### src/rtl/sc_evt_pkg.sv
package sc_evt_pkg;
  localparam int ADDR_W  = 8;
  localparam int DATA_W  = 32;
  localparam int EVT_W   = 5;
  localparam int CNT_W   = 16;
  localparam int NUM_CNT = 3;

  localparam int OFF_EVT_SET = 'h04;
  localparam int OFF_EVT_CLR = 'h08;
  localparam int OFF_MSK_SET = 'h0C;
  localparam int OFF_MSK_CLR = 'h10;
  localparam int OFF_CNT0    = 'h40;
  localparam int CNT_STRIDE  = 4;

  // event bit positions; counter k drives bit k
  localparam int BIT_CRC = 3;
  localparam int BIT_ACK = 4;
endpackage

### src/rtl/sc_setclr_reg.sv
module sc_setclr_reg #(
  parameter int W = 5
) (
  input  logic         clk_i,
  input  logic         rst_ni,
  input  logic [W-1:0] sw_set_i,
  input  logic [W-1:0] sw_clr_i,
  input  logic [W-1:0] hw_set_i,
  output logic [W-1:0] q_o
);
  logic [W-1:0] q_q, q_d;

  // hardware set is or-ed in last so it overrides a same-cycle clear
  always_comb q_d = (q_q & ~sw_clr_i) | sw_set_i | hw_set_i;

  always_ff @(posedge clk_i or negedge rst_ni) begin
    if (!rst_ni) q_q <= '0;
    else         q_q <= q_d;
  end

  assign q_o = q_q;

  AST_HW_SET_WINS: assert property (@(posedge clk_i) disable iff (!rst_ni)
    (hw_set_i != '0) |=> ((q_o & $past(hw_set_i)) == $past(hw_set_i)));

  AST_CLR_TAKES: assert property (@(posedge clk_i) disable iff (!rst_ni)
    ((sw_clr_i & ~hw_set_i & ~sw_set_i) != '0)
      |=> ((q_o & $past(sw_clr_i & ~hw_set_i & ~sw_set_i)) == '0));

  AST_SET_TAKES: assert property (@(posedge clk_i) disable iff (!rst_ni)
    (sw_set_i != '0) |=> ((q_o & $past(sw_set_i)) == $past(sw_set_i)));
endmodule

### src/rtl/sc_toggle_cnt.sv
module sc_toggle_cnt #(
  parameter int W = 16
) (
  input  logic         clk_i,
  input  logic         rst_ni,
  input  logic         wr_en_i,
  input  logic [W-1:0] wr_data_i,
  input  logic         inc_i,
  output logic [W-1:0] cnt_o,
  output logic         toggle_o
);
  logic [W-1:0] cnt_q;
  logic         msb_q;

  always_ff @(posedge clk_i or negedge rst_ni) begin
    if (!rst_ni)      cnt_q <= '0;
    else if (wr_en_i) cnt_q <= wr_data_i;
    else if (inc_i)   cnt_q <= cnt_q + W'(1);
  end

  // previous-cycle copy of the top bit; mismatch flags a crossing
  always_ff @(posedge clk_i or negedge rst_ni) begin
    if (!rst_ni) msb_q <= 1'b0;
    else         msb_q <= cnt_q[W-1];
  end

  assign cnt_o    = cnt_q;
  assign toggle_o = cnt_q[W-1] ^ msb_q;

  AST_CNT_INC: assert property (@(posedge clk_i) disable iff (!rst_ni)
    (inc_i && !wr_en_i) |=> (cnt_o == $past(cnt_o) + W'(1)));

  AST_CNT_WR: assert property (@(posedge clk_i) disable iff (!rst_ni)
    wr_en_i |=> (cnt_o == $past(wr_data_i)));
endmodule

### src/rtl/sc_event_regs.sv
module sc_event_regs
  import sc_evt_pkg::*;
#(
  parameter int AW = ADDR_W,
  parameter int DW = DATA_W,
  parameter int EW = EVT_W,
  parameter int CW = CNT_W
) (
  input  logic          clk_i,
  input  logic          rst_ni,
  input  logic          bus_wr_i,
  input  logic [AW-1:0] bus_addr_i,
  input  logic [DW-1:0] bus_wdata_i,
  output logic [DW-1:0] bus_rdata_o,
  input  logic          ee_ack_err_i,
  input  logic          ee_crc_err_i,
  input  logic [NUM_CNT-1:0] cnt_inc_i,
  output logic          irq_o
);
  localparam logic [AW-1:0] A_EVT_SET = AW'(OFF_EVT_SET);
  localparam logic [AW-1:0] A_EVT_CLR = AW'(OFF_EVT_CLR);
  localparam logic [AW-1:0] A_MSK_SET = AW'(OFF_MSK_SET);
  localparam logic [AW-1:0] A_MSK_CLR = AW'(OFF_MSK_CLR);

  logic          hit_evt_set, hit_evt_clr, hit_msk_set, hit_msk_clr;
  logic [NUM_CNT-1:0] hit_cnt;
  logic [EW-1:0] wbits;
  logic [EW-1:0] evt_q, mask_q, evt_hw;
  logic [NUM_CNT-1:0] toggle;
  logic [CW-1:0] cnt_w [NUM_CNT];
  logic          irq_q;

  assign hit_evt_set = bus_addr_i == A_EVT_SET;
  assign hit_evt_clr = bus_addr_i == A_EVT_CLR;
  assign hit_msk_set = bus_addr_i == A_MSK_SET;
  assign hit_msk_clr = bus_addr_i == A_MSK_CLR;
  assign wbits       = bus_wdata_i[EW-1:0];

  for (genvar k = 0; k < NUM_CNT; k++) begin : g_cnt
    localparam logic [AW-1:0] A_CNT = AW'(OFF_CNT0 + CNT_STRIDE * k);
    assign hit_cnt[k] = bus_addr_i == A_CNT;

    sc_toggle_cnt #(.W(CW)) u_cnt (
      .clk_i     (clk_i),
      .rst_ni    (rst_ni),
      .wr_en_i   (bus_wr_i && hit_cnt[k]),
      .wr_data_i (bus_wdata_i[CW-1:0]),
      .inc_i     (cnt_inc_i[k]),
      .cnt_o     (cnt_w[k]),
      .toggle_o  (toggle[k])
    );

    AST_TOGGLE_SETS_EVT: assert property (@(posedge clk_i) disable iff (!rst_ni)
      (cnt_w[k][CW-1] != $past(cnt_w[k][CW-1])) |=> evt_q[k]);
  end

  always_comb begin
    evt_hw = '0;
    evt_hw[NUM_CNT-1:0] = toggle;
    evt_hw[BIT_CRC]     = ee_crc_err_i;
    evt_hw[BIT_ACK]     = ee_ack_err_i;
  end

  sc_setclr_reg #(.W(EW)) u_evt (
    .clk_i    (clk_i),
    .rst_ni   (rst_ni),
    .sw_set_i (wbits & {EW{bus_wr_i && hit_evt_set}}),
    .sw_clr_i (wbits & {EW{bus_wr_i && hit_evt_clr}}),
    .hw_set_i (evt_hw),
    .q_o      (evt_q)
  );

  sc_setclr_reg #(.W(EW)) u_mask (
    .clk_i    (clk_i),
    .rst_ni   (rst_ni),
    .sw_set_i (wbits & {EW{bus_wr_i && hit_msk_set}}),
    .sw_clr_i (wbits & {EW{bus_wr_i && hit_msk_clr}}),
    .hw_set_i ('0),
    .q_o      (mask_q)
  );

  always_ff @(posedge clk_i or negedge rst_ni) begin
    if (!rst_ni) irq_q <= 1'b0;
    else         irq_q <= |(evt_q & mask_q);
  end
  assign irq_o = irq_q;

  always_comb begin
    bus_rdata_o = '0;
    if (hit_evt_set)                     bus_rdata_o = DW'(evt_q);
    else if (hit_evt_clr)                bus_rdata_o = DW'(evt_q & mask_q);
    else if (hit_msk_set || hit_msk_clr) bus_rdata_o = DW'(mask_q);
    for (int k = 0; k < NUM_CNT; k++)
      if (hit_cnt[k]) bus_rdata_o = DW'(cnt_w[k]);
  end

  AST_IRQ_LATENCY: assert property (@(posedge clk_i) disable iff (!rst_ni)
    1'b1 |=> (irq_o == $past(|(evt_q & mask_q))));

  AST_UNMAPPED_ZERO: assert property (@(posedge clk_i) disable iff (!rst_ni)
    !(hit_evt_set || hit_evt_clr || hit_msk_set || hit_msk_clr || (|hit_cnt))
      |-> (bus_rdata_o == '0));

  AST_RSVD_ZERO: assert property (@(posedge clk_i) disable iff (!rst_ni)
    (hit_evt_set || hit_evt_clr || hit_msk_set || hit_msk_clr)
      |-> (bus_rdata_o[DW-1:EW] == '0));
endmodule

### config.mk
export PLATFORM = sky130hd
export DESIGN_NAME = sc_event_regs
export DESIGN_NICKNAME = d
export VERILOG_FILES = /design/src/rtl/sc_evt_pkg.sv /design/src/rtl/sc_setclr_reg.sv /design/src/rtl/sc_toggle_cnt.sv /design/src/rtl/sc_event_regs.sv
export SDC_FILE = /design/constraint.sdc
export NUM_CORES = 1
export LEC_CHECK = 0
export BUFFER_PORTS_ARGS = -buffer_cell sky130_fd_sc_hd__clkbuf_2
export CAP_MARGIN = 25
export CELL_PAD_IN_SITES_DETAIL_PLACEMENT = 1
export CELL_PAD_IN_SITES_GLOBAL_PLACEMENT = 1
export CORE_ASPECT_RATIO = 1.1
export CORE_MARGIN = 2
export CORE_UTILIZATION = 41
export CTS_CLUSTER_DIAMETER = 200
export CTS_CLUSTER_SIZE = 12
export DETAILED_ROUTE_END_ITERATION = 10
export MAX_ROUTING_LAYER = met4
export PLACE_DENSITY_LB_ADDON = 0.1
export SYNTH_ARGS = -nofsm -noshare
export SYNTH_HDL_FRONTEND = slang
export SYNTH_SLANG_ARGS = --single-unit
### constraint.sdc
create_clock -name clk_i -period 2.3 [get_ports clk_i]
set_clock_uncertainty 0.1 [all_clocks]
set_input_delay 0.115 -clock clk_i [delete_from_list [all_inputs] [get_ports clk_i]]
set_output_delay 0.115 -clock clk_i [all_outputs]
set_load 0.02 [all_outputs]
==> flow_metrics.tcl <==
set metrics [dict create \
    syn_avg_cell_area_um2 8.61 \
    dp_cells 604 \
    hold_class "in2reg" \
    cts_buffers 9 \
    gr-total-overflow 0 \
    clockBufferDepth 2 \
    tightest_slew_ns 0.829 \
    grt_antenna_before_repair 0 \
    rsz0062_at_grt "no" \
    crit_type "in2out" \
    clock_sinks 62 \
    area_growth_pct 15.2 \
    path_cells "clkbuf_2 -> or4b_1 -> or3_1 -> nor2_1 -> a211o_1 -> clkbuf_2" \
    clockPowerShare 0.279 \
    slowest_stage "or3_1" \
    cp.arrival_ns 1.97 \
    layout.cells.non_filler 632 \
    grt_max_degree 63 \
    track_usage 0.239 \
    postCtsHoldBufs 12 \
    firstDrtPassIters 4 \
    rows 37 \
    p_sw_uw 1280 \
    period_share 0.948 \
    grt_pass1_wl_um 18800 \
    register_area_um2 1550 \
    status "finished, final reports clean" \
    yosys.area.top_type "dfrtp_1" \
    drtAntennaViolNets 0 \
    hold_violations 0 \
    nFillCells 1163 \
    wl_per_cell_um 18.1 \
    comb_power_share 0.247 \
    end_kind "output port" \
    clock.fmax_mhz 458 \
    synth_top_area_share 0.399 \
    clockRootBuffer "clkbuf_8" \
    drt-vias-per-instance 5.40 \
    wl_um 11400 \
    diodes 0 \
    fin_setup_tns_ns 0 \
    start_util 0.418 \
    die_w_um 96.9 \
    setup_viol_count_final 0 \
    cts-resized-gates 0 \
    cts_tree "built" \
    ys_seq_area_frac 0.399 \
    die_area_um2 10300 \
    htree_levels 3 \
    ir_drop_mv 0.267 \
    synth.distinct_cells 43 \
    io-pin-count 81 \
    intPower_uw 2280 \
    multi_input_area_um2 2140 \
    coreArea_um2 9310 \
    report.final.slew_viol_count 0 \
    insertion_delay_ns 0.34 \
    fin_crit_ns 2.18 \
    drt_iter0_drc 162 \
    grt_pass1_vias 3504 \
    synth_warnings 0 \
    drc 0 \
    cp_slowest_stage_delay_ns 0.61 \
    syn_inst 452 \
    critPathTopFamily "simple AND/OR/NAND/NOR gates" \
    worst_ep_required_time_ns 2.09 \
    clk_pin_slew_ns 0.07 \
    post_cts_buffers 0 \
    p_leak_uw 0.00200 \
    synth-main-ff-cell "dfrtp_1" \
    synth_edf_count 0 \
    crit_buf_inv 2 \
    p_seq_frac 0.475 \
    ys_ff_latch 62 \
    switching_share 0.360 \
    num_vias 3412 \
    drive_above_1_share 0.157 \
    powerDensity_nw_per_um2 796 \
    crit_path_start_kind "input port" \
    nets 561 \
    slew_headroom 0.447 \
    maxCapViolations 0 \
    async_flop_share 1.00 \
    synth_area_um2 3890 \
    cp_common_cell "clkbuf_2" \
    ys_top_cells_by_area "dfrtp_1, a21oi_1, nor2_1" \
    gp_congestion 0.811 \
    cp_max_fo 16 \
    dp_hpwl_um 8290 \
    die_y_um 106 \
    portBuffers 48 \
]
[logic make-up (layout without fill, tap and decap cells)]
| family | count (synthesis) | count (layout) | synth area share |
|---|---|---|---|
| compound gates | 92 | 92 | 0.142 |
| simple gates | 184 | 184 | 0.220 |
| xor+xnor | 48 | 48 | 0.108 |
| mux | 21 | 21 | 0.0540 |
| flops | 62 | 62 | 0.399 |
| buf+inv | 41 | 89 | 0.0666 |
| fa+ha+maj | 3 | 3 | 0.00965 |
| other cells | 1 | 16 | 0.000964 |
[cells in the final DEF, fill, tap and decap left out, types with 12 or more instances in the layout]
| cell type | count |
|---|---|
| xor2_1 | 29 |
| nor2_1 | 88 |
| xnor2_1 | 19 |
| dfrtp_1 | 62 |
| clkbuf_2 | 48 |
| mux2i_1 | 21 |
| a21oi_1 | 66 |
| conb_1 | 16 |
| nand2_1 | 34 |
| nand4_1 | 14 |
| dlygate4sd3_1 | 12 |
[cells in the mapped netlist (5+ instances only)]
cell and n:
nor2_1 88, a21oi_1 66, dfrtp_1 62, nand2_1 34
xor2_1 29, mux2i_1 21, xnor2_1 19, buf_4 16
nand4_1 14, nand3_1 10, nor3_1 10, clkbuf_1 9
and3_1 6, a221o_1 5, a22o_1 5, buf_2 5
buf_6 5
[stage by stage]
step            util  worst slack (ns)  power (uW)  instance area, um2  hold WS (ns)
3_3_place_gp   0.447             0.200        2530                4160         0.232
4_1_cts        0.482             0.103        3610                4480       0.00267
3_5_place_dp   0.447             0.114        2580                4160         0.220
2_1_floorplan      -             0.468        2260                3950        -0.281
6_report       0.482             0.119        3570                4480       0.00226
5_1_grt        0.482            0.0256        3810                4480        0.0217
[layout make-up]
class                      instances  share of cell area
multi-input combinational        364               0.477
clock buffer                      11              0.0316
sequential                        62               0.346
tap                              117              0.0327
timing repair buffer              70              0.0972
clock inverter                     5              0.0131
inverter                           3             0.00251
[registers in the layout (all words and copies together) (netlist names)]
name               count
g_cnt.u_cnt.cnt_o     48
u_evt.q_o              5
u_mask.q_o             5
g_cnt.u_cnt.msb_q      3
irq_o                  1
[worst reg2reg max path: cells and delay by family (launching register included)]
kind / cells / cell delay, ns
adder cells (fa/ha/maj): 1 / 0.21
AND/OR/NAND/NOR: 3 / 0.81
XOR/XNOR: 1 / 0.17
AO/OA/AOI/OAI: 1 / 0.16
flip-flops: 1 / 0.43
[path summary, 6_finish.rpt]
kind,startpoint,end,slack (ns),depth (start not counted)
max in group asynchronous,rst_ni,u_mask.q_o[3],1.17,3
setup / recovery,bus_addr_i[4],bus_rdata_o[1],0.12,6
hold reg to reg,g_cnt[0].u_cnt.cnt_o[15],g_cnt[0].u_cnt.msb_q,0.36,0
min in group asynchronous,rst_ni,g_cnt[0].u_cnt.cnt_o[0],0.38,3
setup reg to reg,g_cnt[2].u_cnt.cnt_o[0],g_cnt[2].u_cnt.cnt_o[12],0.33,6
hold / removal,bus_wdata_i[8],g_cnt[0].u_cnt.cnt_o[8],0.002,3
[per-layer routing]
layer,vias to the layer above,share of wire,GRT usage
met2,66,0.50,0.405
met1,1665,0.44,0.294
li1,1660,-,-
met5,-,0,-
met4,0,0.034,0.0976
met3,21,0.025,0.0270
[power groups by stage]
stage / clock network, uW / registers, uW / logic, uW
floorplan: 0 / 1600 / 658
finish: 994 / 1690 / 881
global placement: 0 / 1690 / 838
global route: 1070 / 1740 / 999
detailed placement: 0 / 1710 / 870
CTS: 1020 / 1690 / 897
Power figures use the tool's default switching activity.
